### src/rtl/chrono_pkg.sv
package chrono_pkg;

    typedef enum logic [2:0] {
        ST_INIT = 3'd0,
        ST_HALT = 3'd1,
        ST_RUN  = 3'd2,
        ST_PRE  = 3'd3,
        ST_LAP  = 3'd4
    } sw_state_e;

    typedef struct packed {
        logic clr;
        logic en;
        logic ld;
    } sw_ctl_t;

    typedef struct packed {
        sw_state_e st;
    } fsm_regs_t;

endpackage

### src/rtl/chrono_fsm.sv
module chrono_fsm
    import chrono_pkg::*;
(
    input  logic    clk,
    input  logic    rst,
    input  logic    go_i,
    input  logic    lap_i,
    output sw_ctl_t ctl_o
);

    fsm_regs_t r_d, r_q;

    // next-state logic; start/stop is tested before lap/reset everywhere
    always_comb begin
        r_d = r_q;
        case (r_q.st)
            ST_INIT: r_d.st = ST_HALT;
            ST_HALT: begin
                if (go_i)       r_d.st = ST_RUN;
                else if (lap_i) r_d.st = ST_INIT;
            end
            ST_RUN: begin
                if (go_i)       r_d.st = ST_HALT;
                else if (lap_i) r_d.st = ST_PRE;
            end
            ST_PRE:  r_d.st = ST_LAP;
            ST_LAP: begin
                if (go_i)       r_d.st = ST_RUN;
                else if (lap_i) r_d.st = ST_PRE;
            end
            default: r_d.st = ST_INIT;
        endcase
        if (rst) r_d.st = ST_INIT;
    end

    always_ff @(posedge clk) begin
        r_q <= r_d;
    end

    // Moore decode, all outputs defaulted
    always_comb begin
        ctl_o = '0;
        case (r_q.st)
            ST_INIT: begin ctl_o.clr = 1'b1; ctl_o.ld = 1'b1; end
            ST_RUN:  begin ctl_o.en  = 1'b1; ctl_o.ld = 1'b1; end
            ST_PRE:  ctl_o.en = 1'b1;
            ST_LAP:  ctl_o.en = 1'b1;
            default: ctl_o = '0;
        endcase
    end

    AST_INIT_ONE_CYCLE: assert property (@(posedge clk) disable iff (rst)
        (r_q.st == ST_INIT) |=> (r_q.st == ST_HALT));
    AST_PRE_ONE_CYCLE: assert property (@(posedge clk) disable iff (rst)
        (r_q.st == ST_PRE) |=> (r_q.st == ST_LAP));
    AST_GO_WINS_RUN: assert property (@(posedge clk) disable iff (rst)
        (r_q.st == ST_RUN && go_i && lap_i) |=> (r_q.st == ST_HALT));
    AST_LAP_CLEARS: assert property (@(posedge clk) disable iff (rst)
        (r_q.st == ST_HALT && lap_i && !go_i) |=> ctl_o.clr);

endmodule

### src/rtl/chrono_bcd_count.sv
module chrono_bcd_count #(
    parameter int NDIG  = 5,
    parameter int NDISP = 4,
    localparam int CW   = 4 * NDIG,
    localparam int DW   = 4 * NDISP
) (
    input  logic          clk,
    input  logic          rst,
    input  logic          clr_i,
    input  logic          inc_i,
    output logic [CW-1:0] cnt_o,
    output logic [DW-1:0] nxt_low_o
);

    localparam logic [CW-1:0] ALL_NINE = {NDIG{4'd9}};

    logic [NDIG-1:0] cin;
    assign cin[0] = inc_i;

    for (genvar g = 0; g < NDIG; g++) begin : g_dig
        logic [3:0] dig_d, dig_q;

        always_comb begin
            dig_d = dig_q;
            if (rst || clr_i)      dig_d = 4'd0;
            else if (cin[g])       dig_d = (dig_q == 4'd9) ? 4'd0 : dig_q + 4'd1;
        end

        always_ff @(posedge clk) begin
            dig_q <= dig_d;
        end

        assign cnt_o[4*g +: 4] = dig_q;

        if (g < NDIG - 1) begin : g_carry
            assign cin[g+1] = cin[g] && (dig_q == 4'd9);
        end
        if (g < NDISP) begin : g_low
            assign nxt_low_o[4*g +: 4] = dig_d;
        end

        AST_DIGIT_LEGAL: assert property (@(posedge clk) disable iff (rst)
            dig_q <= 4'd9);
    end

    AST_HOLD_IDLE: assert property (@(posedge clk) disable iff (rst)
        (!clr_i && !inc_i) |=> $stable(cnt_o));
    AST_NO_OVERFLOW: assert property (@(posedge clk) disable iff (rst)
        (inc_i && !clr_i && cnt_o == ALL_NINE) |=> (cnt_o == '0));

endmodule

### src/rtl/chrono_ctrl.sv
module chrono_ctrl #(
    parameter int NDIG  = 5,
    parameter int NDISP = 4,
    localparam int CW   = 4 * NDIG,
    localparam int DW   = 4 * NDISP
) (
    input  logic          clk,
    input  logic          rst,
    input  logic          tick_ms,
    input  logic          btn_go,
    input  logic          btn_lap,
    output logic          ctl_clear,
    output logic          ctl_run,
    output logic          ctl_load,
    output logic [CW-1:0] count_val,
    output logic [DW-1:0] disp_val
);
    import chrono_pkg::*;

    sw_ctl_t       ctl;
    logic [DW-1:0] nxt_low;
    logic [DW-1:0] disp_d, disp_q;

    chrono_fsm u_fsm (
        .clk   (clk),
        .rst   (rst),
        .go_i  (btn_go),
        .lap_i (btn_lap),
        .ctl_o (ctl)
    );

    chrono_bcd_count #(.NDIG(NDIG), .NDISP(NDISP)) u_cnt (
        .clk       (clk),
        .rst       (rst),
        .clr_i     (ctl.clr),
        .inc_i     (ctl.en && tick_ms),
        .cnt_o     (count_val),
        .nxt_low_o (nxt_low)
    );

    // display holding register takes the value the count holds after this edge
    always_comb begin
        disp_d = disp_q;
        if (rst)         disp_d = '0;
        else if (ctl.ld) disp_d = nxt_low;
    end

    always_ff @(posedge clk) begin
        disp_q <= disp_d;
    end

    assign disp_val  = disp_q;
    assign ctl_clear = ctl.clr;
    assign ctl_run   = ctl.en;
    assign ctl_load  = ctl.ld;

    AST_DISP_FROZEN: assert property (@(posedge clk) disable iff (rst)
        !ctl_load |=> $stable(disp_val));
    AST_DISP_TRACKS: assert property (@(posedge clk) disable iff (rst)
        ctl_load |=> (disp_val == count_val[DW-1:0]));
    AST_RESET_ZERO: assert property (@(posedge clk)
        rst |=> (count_val == '0 && disp_val == '0));

endmodule

### config.mk
export PLATFORM = sky130hd
export DESIGN_NAME = chrono_ctrl
export DESIGN_NICKNAME = d
export VERILOG_FILES = /design/src/rtl/chrono_pkg.sv /design/src/rtl/chrono_fsm.sv /design/src/rtl/chrono_bcd_count.sv /design/src/rtl/chrono_ctrl.sv
export SDC_FILE = /design/constraint.sdc
export NUM_CORES = 1
export LEC_CHECK = 0
export BUFFER_PORTS_ARGS = -buffer_cell sky130_fd_sc_hd__buf_4
export CORE_ASPECT_RATIO = 0.7
export CORE_MARGIN = 10
export CORE_UTILIZATION = 47
export CTS_CLUSTER_DIAMETER = 80
export CTS_CLUSTER_SIZE = 16
export DETAILED_ROUTE_END_ITERATION = 10
export GPL_ROUTABILITY_DRIVEN = 0
export PLACE_DENSITY_LB_ADDON = 0.05
export SLEW_MARGIN = 25
export SYNTH_ARGS = -nofsm -noshare
export SYNTH_HDL_FRONTEND = slang
export SYNTH_SLANG_ARGS = --single-unit
### constraint.sdc
create_clock -name clk -period 1.7 [get_ports clk]
set_input_delay 0.425 -clock clk [delete_from_list [all_inputs] [get_ports clk]]
set_output_delay 0.425 -clock clk [all_outputs]
set_load 0.01 [all_outputs]
---- Word-level counts from Yosys, hierarchy flattened ----
Cells that the tools add are included.
operators by class
  reduce and logical (&&, ||, !) cells .... 9
  muxes and demuxes ....................... 22
  equality and inequality tests ........... 10
  $add $sub $neg .......................... 5
operator list
  operator                                       number
  two-way mux 4 bit                              13
  adder 4 x 1 -> 4 bit, second input constant    5
  == test 4 bit, second input constant           5
  two-way mux 3 bit                              5
  case mux 3 bit (5 select lines)                1
  == test 3 x 2 -> 1 bit, second input constant  2
  logical AND 1 bit                              5
  == test 3 x 1 -> 1 bit, second input constant  1
  == test 3 bit, second input constant           1
  logical NOT 3 bit                              1
  two-way mux 1 bit                              3
  inequality test 3 bit, second input constant   1
  OR reduction 3 bit                             1
  OR reduction 2 bit                             1
  logical OR 1 bit                               1
storage, ports and cells
  bits of input ports ..................... 5
  output and inout bits ................... 39
  bits in registers ....................... 39

---- Logic depth before layout (Yosys ltp) ----
  depth in word-level cells ............... 9
  gate-level depth with buffers ........... 8
  depth with buffers taken out ............ 5

---- Modules after synthesis ----
A second synthesis with hierarchy kept.
second synthesis, totals
  cell total of the unflattened synthesis .. 196
  area, all modules ....................... 1781.7 um^2
by module, submodules not included
  module            area an instance (um^2)  cells an instance  instances  sequential area each (um^2)
  chrono_bcd_count  1017.2                   121                1          400.4
  chrono_ctrl       586.8                    53                 1          320.3
  chrono_fsm        177.7                    22                 1          60.1

---- Worst setup path before layout ----
Ideal clock, no wire load.
  path kind ............................... register to register
  from .................................... register u_fsm.r_q[2] in the netlist's numbering
  to ...................................... register u_cnt.g_dig[0].dig_q[3]
  stages on the path, launching flop included .. 9
  setup slack ............................. -0.005 ns
  path buffers ............................ 4
  data arrival time ....................... 1.586 ns
  required time ........................... 1.581 ns
  path through ............................ dfxtp_1 buf_6 or2_2 clkbuf_1 nor2_1 or2_2 buf_4 buf_4 nor2_1
between the ends
  elaborated cells on any way between the ends .. 11
  classes of those cells .................. eq/ne (3); mux (4); reduce/logical (4)
RTL lines
  element                 RTL line                text
  start, declared         chrono_fsm.sv:11        fsm_regs_t r_d, r_q;
  start signal, assigned  chrono_fsm.sv:37        r_q <= r_d;
  logical NOT 3 bit       chrono_fsm.sv:43        case (r_q.st)
  two-way mux 1 bit       chrono_fsm.sv:43
  via ctl_clear           chrono_ctrl.sv:12       output logic ctl_clear,
  logical OR 1 bit        chrono_bcd_count.sv:25  if (rst || clr_i) dig_d = 4'd0;
  two-way mux 4 bit       chrono_bcd_count.sv:25
  via nxt_low[3]          chrono_ctrl.sv:21       logic [DW-1:0] nxt_low;
  end signal, assigned    chrono_bcd_count.sv:30  dig_q <= dig_d;
  end, declared           chrono_bcd_count.sv:21  logic [3:0] dig_d, dig_q;
The timed path passes the listed nets, and every way through them passes these cells.
A chain may end at the register's enable or synchronous reset.

---- Worst setup path in the final report ----
  from .................................... register u_fsm.r_q[2] in the netlist's numbering
  to ...................................... register disp_q[7] (netlist: disp_val[7])
between the ends
  word-level cells in the longest chain between the ends .. 7
  elaborated cells on any way between the ends .. 14
  classes of those cells .................. eq/ne (3); mux (5); reduce/logical (6)
ends and longest elaborated chain
  element                                                  RTL line                text
  == test 3 x 2 -> 1 bit or == test 3 bit (tied branches)  chrono_fsm.sv:43
  OR reduction 3 bit (no line)                             n/a
  two-way mux 1 bit                                        chrono_fsm.sv:43
  logical AND 1 bit                                        chrono_ctrl.sv:36       .inc_i (ctl.en && tick_ms),
  logical AND 1 bit                                        chrono_bcd_count.sv:36  assign cin[g+1] = cin[g] && (dig_q == 4'd9);
  two-way mux 4 bit                                        chrono_bcd_count.sv:26  else if (cin[g]) dig_d = (dig_q == 4'd9) ? 4'd0 : dig_q + 4'd1;
  two-way mux 4 bit                                        chrono_bcd_count.sv:25
  end signal, assigned                                     chrono_ctrl.sv:49       disp_q <= disp_d;
  end, declared                                            chrono_ctrl.sv:22       logic [DW-1:0] disp_d, disp_q;
Parallel ways exist; a longest one is shown, timed or not.

==> flow_summary.json <==
{
  "yosysWarnings": 0,
  "dp_slack_ps": -115,
  "drv_cap": 0,
  "status": "complete, but fails checks",
  "synth.area.mux_share": 0.0337,
  "p_comb_frac": 0.097,
  "clkTransAtPathRegs_ps": 70,
  "cts_tree": "done",
  "cts_sinks": 39,
  "synth_simple_gate_area_frac": 0.280,
  "p_sw_mw": 0.398,
  "syn-num-nets": 211,
  "synth_seq_cells": 39,
  "r2r_cells": 5,
  "synth_most_common_cell": "dfxtp_1",
  "max-vdd-ir-drop_mv": 0.511,
  "dp.cells": 311,
  "cts_buffers": 5,
  "pwr-share-seq": 0.558,
  "cts-root-buf": "clkbuf_8",
  "synth_compound_area_frac": 0.150,
  "worst_hold_slack_ps": 379,
  "cp-start-kind": "register",
  "synth.largest_area_cell": "dfxtp_1",
  "setup.worst_path.end": "disp_val[7]",
  "netlist_top_cells_count": "dfxtp_1, nor2_1, nand2_1",
  "hold_path_class": "primary input to register",
  "p_int_mw": 1.27,
  "clkPwrFrac": 0.345,
  "place_area_sq_um": 2320,
  "routedWlPerCell_um": 15.2,
  "start_util": 0.502,
  "grt_max_degree": 15,
  "design_area_sq_um": 2520,
  "final_cells": 320,
  "clock_skew_ps": 5.82,
  "core_sq_um": 3630,
  "ys_top_cells_by_area": "dfxtp_1, nor2_1, nand2_1, o21ai_0, xnor2_1",
  "critPathArrivalTime_ps": 1910,
  "post-route-period-util": 1.02,
  "grt-busiest-layer": "met2",
  "die_area_sq_um": 6810,
  "synthAdderAreaFrac": 0.00549,
  "netlist_instances": 206,
  "rows": 18,
  "p_sw_frac": 0.239,
  "vias": 1667,
  "tightest_slew_ps": 601,
  "syn_area_sq_um": 1820,
  "grt.total_usage": 0.144,
  "grt_antenna_before_repair": 0,
  "synth-edff-count": 0,
  "insertion_delay_ps": 280,
  "fmax_ghz": 0.578,
  "critPathMaxFanout": 6,
  "drv_slew": 0,
  "firstDrtPassIters": 4,
  "max_slew_margin": 0.599,
  "grt_use_met3": 0.0524,
  "drcViolationCount": 0,
  "crit_type": "register to register",
  "ys_types": 46,
  "cp-startpoint": "u_fsm.r_q[2]",
  "boundaryPins": 44,
  "ant_nets": 0,
  "grt_pass1_wl_um": 8020,
  "num_antenna_cells": 0,
  "place.port_buffers": 43,
  "fin_crit_ps": 1730,
  "drive_gt1_frac": 0.396,
  "cts_buffer_depth": 2,
  "reg2reg_slack_ps": -30,
  "synth_flop_cell": "dfxtp_1",
  "synth_top_family_by_area": "simple AND/OR/NAND/NOR gates",
  "drt-total-wl_um": 4860,
  "p_per_area_nw_per_um2": 661,
  "final_nets": 276,
  "yosysTopAreaCellShare": 0.429,
  "grt_pass1_vias": 1722,
  "grt.met2_usage": 0.229,
  "htreeDepth": 2,
  "p_leak_nw": 0.985,
  "required_ps": 1880,
  "place_hpwl_um": 3700,
  "tns_ps": -59.5,
  "async_flop_share": 0,
  "final_util": 0.694,
  "reg2reg_to": "disp_val[7]",
  "use_met1": 0.179,
  "ys_seq_area_frac": 0.429,
  "vias_per_cell": 5.21,
  "critPathCaptureType": "register",
  "violations": "negative setup slack",
  "setup_ws_ps": -30.4,
  "finalSetupViolCount": 3,
  "area_delta_synth_final_pct": 38.2,
  "syn_area_per_cell_sq_um": 8.84,
  "hold_violations": 0,
  "rsz0062_at_grt": "true",
  "die_y_um": 72.1,
  "fp.dieW_um": 94.4,
  "r2r_start": "u_fsm.r_q[2]",
  "grt_overflow": 0,
  "synth_xor_area_frac": 0.0481,
  "drtIter0Drc": 65,
  "finalPower_mw": 1.66
}
-- cell families (layout without fill, tap and decap cells) --
kind of cell / after synthesis / count (layout)
flops: 39 / 39
mux: 6 / 6
fa+ha+maj: 1 / 1
simple gates: 92 / 92
buf+inv: 17 / 81
compound gates: 41 / 41
xor+xnor: 10 / 10
-- power by group through the flow --
stage | Sequential (mW) | Combinational, mW | Clock, mW
6_report | 0.929 | 0.162 | 0.574
2_1_floorplan | 0.946 | 0.0917 | 0
3_5_place_dp | 0.951 | 0.155 | 0
5_1_grt | 0.929 | 0.178 | 0.620
3_3_place_gp | 0.950 | 0.151 | 0
4_1_cts | 0.930 | 0.157 | 0.583
-- per-layer routing --
metal,vias to the layer above,wire length (um)
met5,-,0
met4,0,39
met3,6,274
met2,37,2270
met1,791,2280
li1,833,-
-- placed cells by master (no fill, tap or decap), types with 6 or more instances in the layout --
master / n
buf_4: 66
dfxtp_1: 31
o21ai_0: 12
nor2_1: 28
a21oi_1: 6
dfxtp_2: 6
nand2_1: 21
xnor2_1: 7
o21ai_1: 6
-- state kept, by name, summed over array words and instances, names as in the netlist --
signal / cells
disp_val: 16
u_cnt.g_dig.dig_q: 20
u_fsm.r_q: 3
-- how the worst min path moves through the flow --
| stage | to | slack (ps) | from | cells past startpoint |
|---|---|---|---|---|
| after floorplan | disp_val[10] | 470 | disp_val[10] | 2 |
| after global placement | disp_val[10] | 440 | disp_val[10] | 2 |
| after detailed placement | disp_val[12] | 450 | disp_val[12] | 2 |
| after CTS | disp_val[13] | 370 | rst | 2 |
| after global routing | disp_val[13] | 380 | rst | 2 |
| final | disp_val[13] | 380 | rst | 2 |
-- critical path, cell delays in order, from the launching register on --
cell      delay (ps)
dfxtp_4          370
or3b_4           420
a211oi_4         280
o21ai_1          100
a22o_1           250
a22o_1           200
-- layout make-up --
cell class,instances,area (sq um)
Clock buffer,6,72.6
Fill cell,310,1110
Inverter,6,22.5
Multi-Input combinational cell,150,1030
Sequential cell,39,796
Tap cell,50,62.6
Timing Repair Buffer,69,538
-- repair_timing --
item                                    in CTS  in global routing
resized for setup                            5                 25
buffers inserted                             0                  3
hold buffers                                 0                  0
pin swaps                                    0                  7
endpoints found under the setup margin      28                 23
cloned                                       0                  0
Power figures use the tool's default switching activity.
